[src/rtl/pwb_pkg.sv]
package pwb_pkg;
  typedef enum logic [1:0] {
    ST_IDLE = 2'd0,
    ST_LOAD = 2'd1,
    ST_PROG = 2'd2
  } pwb_state_e;
endpackage

[src/rtl/pwb_col_ctr.sv]
module pwb_col_ctr #(
  parameter int PAGE_BYTES = 32,
  localparam int COL_W = $clog2(PAGE_BYTES)
) (
  input  logic             clk_i,
  input  logic             rst_ni,
  input  logic             load_i,
  input  logic [COL_W-1:0] load_val_i,
  input  logic             inc_i,
  output logic [COL_W-1:0] col_o
);
  localparam logic [COL_W-1:0] LAST_COL = COL_W'(PAGE_BYTES - 1);

  logic [COL_W-1:0] col_q;

  always_ff @(posedge clk_i or negedge rst_ni) begin
    if (!rst_ni) begin
      col_q <= '0;
    end else if (load_i) begin
      col_q <= load_val_i;
    end else if (inc_i) begin
      col_q <= (col_q == LAST_COL) ? '0 : col_q + 1'b1;
    end
  end

  assign col_o = col_q;
endmodule

[src/rtl/pwb_page_latch.sv]
module pwb_page_latch #(
  parameter int PAGE_BYTES = 32,
  localparam int COL_W = $clog2(PAGE_BYTES)
) (
  input  logic             clk_i,
  input  logic             rst_ni,
  input  logic             clear_i,
  input  logic             wr_i,
  input  logic [COL_W-1:0] wcol_i,
  input  logic [7:0]       wdata_i,
  input  logic             wpermit_i,
  input  logic [COL_W-1:0] rcol_i,
  output logic [7:0]       rdata_o,
  output logic             rvalid_o
);
  logic [7:0]            data_q [PAGE_BYTES];
  logic [PAGE_BYTES-1:0] mask_q;

  for (genvar g = 0; g < PAGE_BYTES; g++) begin : g_slot
    logic hit;
    assign hit = wr_i && (wcol_i == COL_W'(g));

    always_ff @(posedge clk_i or negedge rst_ni) begin
      if (!rst_ni) begin
        data_q[g] <= '0;
        mask_q[g] <= 1'b0;
      end else if (clear_i) begin
        mask_q[g] <= 1'b0;
      end else if (hit) begin
        data_q[g] <= wdata_i;
        mask_q[g] <= wpermit_i;
      end
    end
  end

  assign rdata_o  = data_q[rcol_i];
  assign rvalid_o = mask_q[rcol_i];
endmodule

[src/rtl/pwb_prog_timer.sv]
module pwb_prog_timer #(
  parameter int TOTAL = 64,
  localparam int CNT_W = $clog2(TOTAL + 1)
) (
  input  logic             clk_i,
  input  logic             rst_ni,
  input  logic             start_i,
  output logic             busy_o,
  output logic [CNT_W-1:0] cnt_o,
  output logic             last_o
);
  localparam logic [CNT_W-1:0] LAST_CNT = CNT_W'(TOTAL - 1);

  logic             busy_q;
  logic [CNT_W-1:0] cnt_q;

  always_ff @(posedge clk_i or negedge rst_ni) begin
    if (!rst_ni) begin
      busy_q <= 1'b0;
      cnt_q  <= '0;
    end else if (busy_q) begin
      if (cnt_q == LAST_CNT) begin
        busy_q <= 1'b0;
        cnt_q  <= '0;
      end else begin
        cnt_q <= cnt_q + 1'b1;
      end
    end else if (start_i) begin
      busy_q <= 1'b1;
      cnt_q  <= '0;
    end
  end

  assign busy_o = busy_q;
  assign cnt_o  = cnt_q;
  assign last_o = busy_q && (cnt_q == LAST_CNT);
endmodule

[src/rtl/page_wr_ctrl.sv]
module page_wr_ctrl
  import pwb_pkg::*;
#(
  parameter int ADDR_W      = 13,
  parameter int PAGE_BYTES  = 32,
  parameter int PROG_CYCLES = 1000
) (
  input  logic              clk_i,
  input  logic              rst_ni,
  input  logic              wr_start_i,
  input  logic [ADDR_W-1:0] start_addr_i,
  input  logic              wen_i,
  input  logic              byte_valid_i,
  input  logic [7:0]        byte_i,
  output logic [ADDR_W-1:0] load_addr_o,
  input  logic              permit_i,
  input  logic              cs_rise_i,
  input  logic [2:0]        bit_pos_i,
  input  logic              op_valid_i,
  input  logic              op_is_rdsr_i,
  output logic              op_accept_o,
  input  logic [7:0]        stat_i,
  output logic [7:0]        stat_o,
  output logic              arr_we_o,
  output logic [ADDR_W-1:0] arr_addr_o,
  output logic [7:0]        arr_data_o,
  output logic              busy_o,
  output logic              wen_clr_o
);
  localparam int COL_W  = $clog2(PAGE_BYTES);
  localparam int PAGE_W = ADDR_W - COL_W;
  localparam int TOTAL  = (PROG_CYCLES > PAGE_BYTES) ? PROG_CYCLES : PAGE_BYTES;
  localparam int CNT_W  = $clog2(TOTAL + 1);

  pwb_state_e        state_q;
  logic [PAGE_W-1:0] page_q;
  logic              got_q;
  logic [COL_W-1:0]  col;
  logic              accept_wr;
  logic              load_byte;
  logic              commit;
  logic              abandon;
  logic              tmr_busy;
  logic              tmr_last;
  logic [CNT_W-1:0]  tmr_cnt;
  logic              in_scan;
  logic [COL_W-1:0]  scan_col;
  logic [7:0]        scan_data;
  logic              scan_valid;

  assign accept_wr = (state_q == ST_IDLE) && wr_start_i && wen_i;
  assign load_byte = (state_q == ST_LOAD) && byte_valid_i && !cs_rise_i;
  assign commit    = (state_q == ST_LOAD) && cs_rise_i && got_q && (bit_pos_i == 3'd0);
  assign abandon   = (state_q == ST_LOAD) && cs_rise_i && !commit;

  always_ff @(posedge clk_i or negedge rst_ni) begin
    if (!rst_ni) begin
      state_q <= ST_IDLE;
      page_q  <= '0;
      got_q   <= 1'b0;
    end else begin
      unique case (state_q)
        ST_IDLE: begin
          if (accept_wr) begin
            state_q <= ST_LOAD;
            page_q  <= start_addr_i[ADDR_W-1:COL_W];
            got_q   <= 1'b0;
          end
        end
        ST_LOAD: begin
          if (commit) begin
            state_q <= ST_PROG;
          end else if (abandon) begin
            state_q <= ST_IDLE;
          end else if (load_byte) begin
            got_q <= 1'b1;
          end
        end
        ST_PROG: begin
          if (tmr_last) state_q <= ST_IDLE;
        end
        default: state_q <= ST_IDLE;
      endcase
    end
  end

  pwb_col_ctr #(.PAGE_BYTES(PAGE_BYTES)) u_col (
    .clk_i      (clk_i),
    .rst_ni     (rst_ni),
    .load_i     (accept_wr),
    .load_val_i (start_addr_i[COL_W-1:0]),
    .inc_i      (load_byte),
    .col_o      (col)
  );

  assign load_addr_o = {page_q, col};

  // scan column follows the timer for the first PAGE_BYTES busy cycles
  assign in_scan  = tmr_busy && (tmr_cnt < CNT_W'(PAGE_BYTES));
  assign scan_col = tmr_cnt[COL_W-1:0];

  pwb_page_latch #(.PAGE_BYTES(PAGE_BYTES)) u_latch (
    .clk_i     (clk_i),
    .rst_ni    (rst_ni),
    .clear_i   (accept_wr),
    .wr_i      (load_byte),
    .wcol_i    (col),
    .wdata_i   (byte_i),
    .wpermit_i (permit_i),
    .rcol_i    (scan_col),
    .rdata_o   (scan_data),
    .rvalid_o  (scan_valid)
  );

  pwb_prog_timer #(.TOTAL(TOTAL)) u_tmr (
    .clk_i   (clk_i),
    .rst_ni  (rst_ni),
    .start_i (commit),
    .busy_o  (tmr_busy),
    .cnt_o   (tmr_cnt),
    .last_o  (tmr_last)
  );

  assign arr_we_o    = in_scan && scan_valid;
  assign arr_addr_o  = {page_q, scan_col};
  assign arr_data_o  = scan_data;
  assign busy_o      = tmr_busy;
  assign wen_clr_o   = tmr_last;
  assign stat_o      = tmr_busy ? 8'hFF : stat_i;
  assign op_accept_o = op_valid_i && (!tmr_busy || op_is_rdsr_i);
endmodule

[config.mk]
export PLATFORM = sky130hd
export DESIGN_NAME = page_wr_ctrl
export DESIGN_NICKNAME = d
export VERILOG_FILES = /design/src/rtl/pwb_pkg.sv /design/src/rtl/pwb_col_ctr.sv /design/src/rtl/pwb_page_latch.sv /design/src/rtl/pwb_prog_timer.sv /design/src/rtl/page_wr_ctrl.sv
export SDC_FILE = /design/constraint.sdc
export NUM_CORES = 1
export LEC_CHECK = 0
export ABC_CLOCK_PERIOD_IN_PS = 6400
export BUFFER_PORTS_ARGS = -buffer_cell sky130_fd_sc_hd__buf_2
export CORE_UTILIZATION = 46
export CTS_CLUSTER_SIZE = 8
export DETAILED_ROUTE_END_ITERATION = 8
export PLACE_DENSITY = 0.62
export SYNTH_ARGS = -nofsm -noshare
export SYNTH_HDL_FRONTEND = slang
export SYNTH_SLANG_ARGS = --single-unit
[constraint.sdc]
create_clock -name clk_i -period 6.4 [get_ports clk_i]
set_clock_uncertainty 0.1 [all_clocks]
set_input_delay 0.32 -clock clk_i [delete_from_list [all_inputs] [get_ports clk_i]]
set_output_delay 0.32 -clock clk_i [all_outputs]
set_load 0.02 [all_outputs]
==> out/qor.csv <==
stage,metric,value,unit
power_and_ir_drop,Design Power,6.41,mW
critical_path,R2R setup slack,3060,ps
grt,Overflow after GRT,0,
clock_network,post-CTS setup repair buffer count,0,
cells_and_area,Final Cell Area,16900,um2
critical_path,CP required,5980,ps
placed_design,Inst Count DP,1488,
placed_design,input/output buffers,86,
power_and_ir_drop,pwr/cell area,379,nW/um2
die,row count,65,
route,residual DRC count,0,
clock_network,Clock Tree Root,clkbuf_16,
sta,"Hold Vio Cnt, Final",0,
clock_network,CTS sink count,315,
synth,synth unique cells,49,
die,die width,182,um
clock_network,CTS tree,built,
synth,"Seq/Total Area, Yosys",52.9,%
clock_network,H-tree lvl count,2,
worst_hold_path,worst hold path class,in -> reg,
route,"wirelength, routed",36400,um
critical_path,startpoint types,flip-flop,
clock_network,"Clk Latency, worst-skew pair",550,ps
synth,Post-Syn Nets,1126,
cells_and_area,Layout area overhead,13.3,%
grt,vias in the first global route,9615,
synth,most common flop cell mapped by yosys,dfrtp_1,
die,die area,33100,um2
placed_design,dpl hpwl,22800,um
sta,unrepaired setup endpoints after global routing,false,
grt,All-Layer GR Usage,22.8,%
clock_network,clock buffer depth,3,
die,Core Region,31700,um2
critical_path,Worst EP arrival,3510,ps
sta,Tmin final,3930,ps
sta,"Worst Setup Slack, final",2470,ps
route,number of detailed-route iterations in the first pass,5,
die,die height,182,um
sta,Slew headroom,25.6,%
route,DR vias/cell,5.89,
power_and_ir_drop,P_leak,7.97,nW
cells_and_area,Layout Nets,1198,
grt,largest net degree at the start of global routing,144,
sta,Hold WS,253,ps
critical_path,critical path peak fanout,53,
die,Initial Util,47.0,%
cells_and_area,layout cells sized above 1,42.3,%
route,initial detailed-routing violation count,616,
critical_path,critical path class,reg -> out,
placed_design,Setup WS pre-CTS,2960,ps
placed_design,GPL Wtd Cong,0.857,
synth,Cells after Synth,1078,
job,MaxCap Viol Count,0,
critical_path,critical path capture point type,primary output,
synth,Mapped Area,14900,um2
sta,pin slew with the least headroom to its limit,1110,ps
sta,setup TNS,0,ps
clock_network,CTS Buf Count,45,
synth,"flops & latches, synth",315,
power_and_ir_drop,Max VDD drop,271,uV
sta,Setup-failing EPs final,0,
die,io pins,87,
grt,antenna violations before repair,1,
clock_network,Worst-path clk slew,50,ps
sta,max-slew violations,0,
synth,Post-synth EDFFs,0,
sta,Fmax,254,MHz
synth,mean post-synth cell area,13.8,um2
synth,Post-synth ARST share,100,%
placed_design,DP Area,15500,um2
cells_and_area,Ant. Diodes,0,
sta,crit share post-route,61.5,%
synth,YS warnings,0,
route,vias post-DR,9174,
cells_and_area,post-layout util,53.3,%
cells_and_area,fin cells,1557,
route,DR WL/cell,23.3,um
route,antenna-violating nets left,0,
grt,first-pass GRT wire length,57500,um
run_status,status,completed,
-- where the power goes --
group / switching [mW] / internal [mW]
clock: 0.825 / 1.28
combinational: 0.808 / 0.793
sequential: 0.381 / 2.32
-- routing by layer --
layer  GRT usage, %  vias to the layer above  wire length [um]
met5              0                        -                 0
met4           5.88                        0               671
met3           5.01                       60              1900
met2           35.1                      234             16700
met1           32.8                     4813             17100
li1               -                     4067                 -
-- critical path: stages (launching register included) --
cell and delay, ps:
dfrtp_4 1080, nor2b_1 930, a22oi_1 200, and3_1 210, a31oi_1 130, a31oi_1 170
buf_2 210
-- layout make-up --
class	count	area [um2]
Clock inverter	4	71.3
Multi-Input combinational cell	671	6590
Fill cell	2690	14800
Sequential cell	315	7890
Clock buffer	48	1140
Timing Repair Buffer	111	683
Tap cell	402	503
Inverter	6	22.5
-- logic make-up after synthesis --
family,synth area share [%]
xor+xnor,0.118
simple gates,6.09
compound gates,3.78
buf+inv,2.97
fa+ha+maj,0.588
mux,33.6
flops,52.9
-- synth_stat cells (11+ instances only) --
| cell type | count | area share, % |
|---|---|---|
| dfrtp_1 | 315 | 53 |
| mux2_2 | 262 | 20 |
| mux2i_1 | 87 | 5.8 |
| mux4_2 | 50 | 7.6 |
| clkbuf_1 | 46 | 1.2 |
| nand2_1 | 45 | 1.1 |
| nand3_1 | 31 | 1.0 |
| nor2_1 | 31 | 0.78 |
| a22oi_1 | 26 | 1.3 |
| o21ai_0 | 22 | 0.74 |
| a21oi_1 | 18 | 0.60 |
| buf_2 | 18 | 0.60 |
| buf_4 | 14 | 0.71 |
| nor2_2 | 11 | 0.46 |
-- sequential cells by signal (all words and copies together) (netlist names) --
| register | cells |
|---|---|
| got_q | 1 |
| page_q | 8 |
| state_q | 2 |
| u_col.col_o | 5 |
| u_latch.data_q | 256 |
| u_latch.mask_q | 32 |
| u_tmr.busy_o | 1 |
| u_tmr.cnt_o | 10 |
-- layout by cell type (no fill, tap or decap), types with 2 or more instances in the layout --
cell type,instances
buf_2,85
a22o_1,3
clkinv_8,2
ha_1,7
dfrtp_4,2
o21ai_0,22
a31oi_1,5
or3_1,3
nand2b_1,2
clkbuf_16,45
mux2_1,5
nor3_1,2
buf_4,7
a22oi_1,26
inv_1,6
nor3_2,3
clkbuf_1,3
nor2_4,5
o22a_1,5
nor2_1,31
nand4_1,4
mux2_2,262
nor4b_1,2
nor3b_1,2
a21oi_1,18
nand2_1,45
mux2i_1,87
nor4_1,2
dfrtp_1,313
nor2b_1,9
or2_2,9
dlygate4sd3_1,17
and2_1,2
nor2_2,11
and3_1,4
mux4_2,50
nand3_1,31
-- path summary, 6_finish.rpt --
kind                                                      from                              end  cells past startpoint
min in group asynchronous                               rst_ni   u_latch.data_q[76]$_DFFE_PN0P_                      2
worst min-delay path                                  permit_i    u_latch.mask_q[9]$_DFFE_PN0P_                      3
worst min register to register  u_latch.data_q[33]$_DFFE_PN0P_   u_latch.data_q[33]$_DFFE_PN0P_                      1
worst max register to register          state_q[1]$_DFFE_PN0P_  u_latch.data_q[228]$_DFFE_PN0P_                      4
worst max-delay path                u_tmr.cnt_o[0]$_DFFE_PN0P_                         arr_we_o                      6
max in group asynchronous                               rst_ni  u_latch.data_q[134]$_DFFE_PN0P_                      3
-- what timing repair did --
item / in CTS / in global routing
endpoints found under the hold margin: 113 / 0
hold buffers: 17 / 0
gates resized for setup: 0 / 0
Note: power is estimated with default switching activity, not from simulation.
